<file path="src/rtl/wdt_pkg.sv">
package wdt_pkg;

  typedef enum logic {
    PULSE_IDLE = 1'b0,
    PULSE_LOW  = 1'b1
  } pulse_state_e;

  // width of a counter that must hold 0 .. n-1
  function automatic int cnt_bits(input int n);
    return (n > 1) ? $clog2(n) : 1;
  endfunction

endpackage

</file>
<file path="src/rtl/wdt_unit_prescaler.sv">
module wdt_unit_prescaler #(
  parameter int UNIT_TICKS = 290
) (
  input  logic clk,
  input  logic rst,
  input  logic restart_i,
  input  logic tick_i,
  output logic unit_o
);
  localparam int PW = wdt_pkg::cnt_bits(UNIT_TICKS);
  localparam logic [PW-1:0] LAST = PW'(UNIT_TICKS - 1);
  localparam logic [PW-1:0] ONE  = PW'(1);

  logic [PW-1:0] pre_q;

  always_ff @(posedge clk) begin
    if (rst || restart_i) begin
      pre_q <= '0;
    end else if (tick_i) begin
      pre_q <= (pre_q == LAST) ? '0 : pre_q + ONE;
    end
  end

  assign unit_o = tick_i & ~restart_i & (pre_q == LAST);

endmodule

</file>
<file path="src/rtl/wdt_countdown.sv">
module wdt_countdown #(
  parameter int CNT_W = 8
) (
  input  logic             clk,
  input  logic             rst,
  input  logic             load_i,
  input  logic [CNT_W-1:0] load_val_i,
  input  logic             unit_i,
  output logic             expire_o
);
  localparam logic [CNT_W-1:0] ONE = CNT_W'(1);

  logic [CNT_W-1:0] remain_q;

  always_ff @(posedge clk) begin
    if (rst || load_i) begin
      remain_q <= load_val_i;
    end else if (unit_i && (remain_q > ONE)) begin
      remain_q <= remain_q - ONE;
    end
  end

  // a remaining count of 1 or 0 ends at this unit boundary
  assign expire_o = unit_i & ~load_i & (remain_q <= ONE);

endmodule

</file>
<file path="src/rtl/wdt_rst_stretch.sv">
module wdt_rst_stretch #(
  parameter int RST_TICKS = 16
) (
  input  logic clk,
  input  logic rst,
  input  logic fire_i,
  input  logic tick_i,
  output logic rst_n_o
);
  import wdt_pkg::*;

  localparam int RW = cnt_bits(RST_TICKS);
  localparam logic [RW-1:0] LAST = RW'(RST_TICKS - 1);
  localparam logic [RW-1:0] ONE  = RW'(1);

  pulse_state_e  state_q;
  logic [RW-1:0] cnt_q;

  always_ff @(posedge clk) begin
    if (rst) begin
      state_q <= PULSE_IDLE;
      cnt_q   <= '0;
    end else if (fire_i) begin
      state_q <= PULSE_LOW;
      cnt_q   <= '0;
    end else if ((state_q == PULSE_LOW) && tick_i) begin
      if (cnt_q == LAST) begin
        state_q <= PULSE_IDLE;
      end else begin
        cnt_q <= cnt_q + ONE;
      end
    end
  end

  assign rst_n_o = (state_q == PULSE_IDLE);

endmodule

</file>
<file path="src/rtl/wdt_safe_freq.sv">
module wdt_safe_freq #(
  parameter int CNT_W      = 8,
  parameter int CODE_W     = 5,
  parameter int UNIT_TICKS = 290,
  parameter int RST_TICKS  = 16
) (
  input  logic              clk,
  input  logic              rst,
  input  logic              tick_i,
  input  logic              wd_en_i,
  input  logic [CNT_W-1:0]  count_i,
  input  logic [CODE_W-1:0] safe_code_i,
  input  logic              safe_from_reg_i,
  input  logic [CODE_W-1:0] strap_code_i,
  input  logic [CODE_W-1:0] req_code_i,
  input  logic              kick_i,
  input  logic              alarm_clr_i,
  output logic [CODE_W-1:0] freq_code_o,
  output logic              alarm_o,
  output logic              sys_rst_n_o
);
  logic              alarm_q;
  logic              alarm_d;
  logic              restart;
  logic              unit;
  logic              expire;
  logic [CODE_W-1:0] fallback;
  logic [CODE_W-1:0] code_q;

  // interval restarts when off, when serviced, or while the alarm holds
  assign restart = ~wd_en_i | kick_i | alarm_q;

  wdt_unit_prescaler #(.UNIT_TICKS(UNIT_TICKS)) u_pre (
    .clk       (clk),
    .rst       (rst),
    .restart_i (restart),
    .tick_i    (tick_i),
    .unit_o    (unit)
  );

  wdt_countdown #(.CNT_W(CNT_W)) u_cnt (
    .clk        (clk),
    .rst        (rst),
    .load_i     (restart),
    .load_val_i (count_i),
    .unit_i     (unit),
    .expire_o   (expire)
  );

  wdt_rst_stretch #(.RST_TICKS(RST_TICKS)) u_rst (
    .clk     (clk),
    .rst     (rst),
    .fire_i  (expire),
    .tick_i  (tick_i),
    .rst_n_o (sys_rst_n_o)
  );

  assign fallback = safe_from_reg_i ? safe_code_i : strap_code_i;
  assign alarm_d  = wd_en_i & (expire | (alarm_q & ~alarm_clr_i));

  always_ff @(posedge clk) begin
    if (rst) begin
      alarm_q <= 1'b0;
      code_q  <= strap_code_i;
    end else begin
      alarm_q <= alarm_d;
      code_q  <= alarm_d ? fallback : req_code_i;
    end
  end

  assign alarm_o     = alarm_q;
  assign freq_code_o = code_q;

endmodule

</file>
<file path="config.mk">
export PLATFORM = sky130hd
export DESIGN_NAME = wdt_safe_freq
export DESIGN_NICKNAME = d
export VERILOG_FILES = /design/src/rtl/wdt_pkg.sv /design/src/rtl/wdt_unit_prescaler.sv /design/src/rtl/wdt_countdown.sv /design/src/rtl/wdt_rst_stretch.sv /design/src/rtl/wdt_safe_freq.sv
export SDC_FILE = /design/constraint.sdc
export NUM_CORES = 1
export LEC_CHECK = 0
export BUFFER_PORTS_ARGS = -buffer_cell sky130_fd_sc_hd__clkbuf_2
export CAP_MARGIN = 20
export CELL_PAD_IN_SITES_DETAIL_PLACEMENT = 0
export CELL_PAD_IN_SITES_GLOBAL_PLACEMENT = 1
export CORE_AREA = 3 3 49 95
export CTS_BUF_LIST = sky130_fd_sc_hd__clkbuf_8
export DETAILED_ROUTE_END_ITERATION = 16
export DIE_AREA = 0 0 52 98
export GPL_TIMING_DRIVEN = 0
export PLACE_DENSITY_LB_ADDON = 0.12
export SETUP_SLACK_MARGIN = 0.4
export SLEW_MARGIN = 20
export SYNTH_ARGS = -nofsm -noshare
export SYNTH_HDL_FRONTEND = slang
export SYNTH_SLANG_ARGS = --single-unit
export TNS_END_PERCENT = 100
</file>
<file path="constraint.sdc">
create_clock -name clk -period 2.1 [get_ports clk]
set_input_delay 0.315 -clock clk [delete_from_list [all_inputs] [get_ports clk]]
set_output_delay 0.315 -clock clk [all_outputs]
set_load 0.02 [all_outputs]
</file>
==> impl_metrics.ini <==
[synthesis]
ys_seq_elements = 28
synthCells = 152
yosysWarnings = 0
syn_nets = 187
synth_area_um2 = 1451
synth-async-reset-ratio_pct = 0
ys.flop_type = dfxtp_1
synth_area_per_cell_um2 = 9.549
synth_cell_type_count = 34
synth_edf_count = 8
yosysSeqAreaShare_pct = 44.14

[critical_path]
r2r_cells = 7
cp_max_fo = 5
crit_required_ps = 2320
critPathKind = flop to flop
r2r-end = freq_code_o[2]
crit_path_end_kind = flop
startpoint_type = flop
worstPathArrival_ps = 2460
r2r_setup_slack_ps = -140
reg2reg_from = u_cnt.remain_q[5]

[die]
io-pin-count = 37
core_area_um2 = 3964
dieArea_um2 = 5096
dieWidth_um = 52
start_util_pct = 36.62
std_cell_rows = 32
die_h_um = 98

[pwr]
power_uw = 1172
p_leak_uw = 0.0007810
ir_drop_mv = 0.3709
power.density_nw_per_um2 = 588.6

[grt]
grt-ovfl-total = 0
met1_usage_pct = 15.26
met3_usage_pct = 1.985
antenna_found_initial = 0
grt_pass1_wl_um = 5740
grt_max_degree = 17
grt.total_usage_pct = 14.55
grt_pass1_vias = 1282
top_usage_layer = met2
gr-usage-met2_pct = 27.45

[route]
drt-initial-drc-count = 10
num_vias = 1273
firstDrtPassIters = 4
postRouteAntennaNets = 0
via_per_inst = 4.934
drcViolationCount = 0
post_drt_wl_per_cell_um = 13.18
wl_um = 3400

[clocking]
clkSinkCount = 28
cts.path.max_buffers = 2
path_clk_slew_ps = 100
cts_buffers = 3
worstSkewPairLatency_ps = 270
htree_levels = 1
root_buffer = clkbuf_8
tritoncts = built

[placement]
dp_slack_ps = -288.1
gp_congestion = 0.6945
detailedPlacementHpwl_um = 2568
portBuffers = 36
dp.cells = 239

[final_layout]
seq_area_um2 = 648.1
fin_cells = 258
syn2layout_area_growth_pct = 37.16
n_antenna_cell = 0
final_cell_mix = clkbuf_2 (37), nor2_1 (23), dfxtp_1 (18)
fillCellCount = 391
multiInputGateArea_um2 = 847.1
layout-drive-gt1-share_pct = 40.58
final_common_cell = clkbuf_2
nets = 243

[min_path]
hold-path-cell-count = 3
hold_class = primary input to flop
worstHoldStart = strap_code_i[3]
hold_end = freq_code_o[3]

[sta]
skew_ps = 7.737
min_period_ps = 2236
fin_crit_sh_pct = 106.5
hold_viol = 0
drv_slew = 0
holdWs_ps = 259.4
fin_ws_ps = -135.9
maxSlewHeadroom_pct = 69.24
fmax_mhz = 447.3
timing_worst_slew_pin_value_ps = 461.4
setup_viol = 6
rsz0062_at_grt = true

[outcome]
violations = negative setup slack
status = finished with violations

[run]
maxCapViolCount = 0
[Yosys cell counts (2+ instances only)]
library cell / count / share of area (%)
a21oi_1: 8 / 2.8
a31oi_1: 2 / 0.86
a32oi_1: 5 / 3.0
and3_1: 2 / 0.86
clkbuf_1: 3 / 0.78
dfxtp_1: 20 / 28
edfxtp_1: 8 / 17
ha_1: 5 / 4.3
inv_1: 7 / 1.8
nand2_1: 6 / 1.6
nand3_1: 7 / 2.4
nand3b_1: 5 / 2.6
nand4_1: 6 / 2.6
nor2_1: 25 / 6.5
nor2b_1: 2 / 0.86
nor3_1: 2 / 0.69
nor3b_1: 3 / 1.6
or3b_2: 5 / 3.0
or4_4: 2 / 1.6
xnor2_1: 11 / 6.6
xor2_1: 5 / 3.0
[report_power, final]
group          switching (uW)  internal [uW]  total [uW]
sequential               15.2            579         594
combinational            78.4           81.5         160
clock                     163            255         418
total                     257            915        1170
[critical path, cell delays in order (launching register included)]
cell	delay (ps)
edfxtp_1	410
or4_4	560
or4_4	480
o32ai_4	290
buf_6	150
buf_6	110
a32oi_2	100
nand3_1	90
[through the flow]
step / cell area [um^2] / util, % / TNS, ps
3_3_place_gp: 1695 / 42.77 / -3272
6_report: 1991 / 50.22 / -653.5
3_5_place_dp: 1695 / 42.77 / -3593
5_1_grt: 1991 / 50.22 / -981.4
2_1_floorplan: 1451 / - / -37.63
4_1_cts: 1873 / 47.25 / -637.4
[registers in the layout, summed over array words and instances (netlist names)]
name            count
alarm_o             1
freq_code_o         5
u_cnt.remain_q      8
u_pre.pre_q         9
u_rst.cnt_q         4
u_rst.state_q       1
[per-layer routing]
layer	vias up	wire (um)
met3	2	155
met2	35	1992
met1	585	1223
met4	0	29
li1	651	-
met5	-	0
[area by class of cell]
cell class	instances	share of cell area (%)
tap	51	3.206
sequential	28	32.56
buffer	5	1.634
multi-input combinational	112	42.55
clock inverter	1	1.508
timing repair buffer	51	15.15
inverter	7	1.320
clock buffer	3	2.074
[how the worst max path moves through the flow]
stage	endpoint	slack [ps]	cells after the start	startpoint
2_1_floorplan	freq_code_o[0]	-9	6	u_cnt.remain_q[3]
3_3_place_gp	u_cnt.remain_q[4]	-280	4	u_pre.pre_q[0]
3_5_place_dp	u_cnt.remain_q[4]	-290	4	u_pre.pre_q[0]
4_1_cts	freq_code_o[0]	-130	7	u_cnt.remain_q[5]
5_1_grt	freq_code_o[0]	-190	7	u_cnt.remain_q[5]
6_report	freq_code_o[2]	-140	7	u_cnt.remain_q[5]
[cell families after synthesis]
kind of cell / count (synthesis) / share of synthesized area, %
XOR/XNOR: 16 / 9.655
flip-flops: 28 / 44.14
adder cells (fa/ha/maj): 5 / 4.310
buffers and inverters: 12 / 3.707
multiplexers: 2 / 1.465
AO/OA/AOI/OAI: 18 / 9.396
AND/OR/NAND/NOR: 71 / 27.33
[what timing repair did]
item / 4_1_cts / 5_1_grt
resized for setup: 13 / 17
setup buffers: 6 / 8
hold buffers: 0 / 0
setup endpoints to repair: 28 / 27
pin swaps: 7 / 4
gates cloned: 1 / 0
No activity file was read; power rests on OpenSTA's default activity.
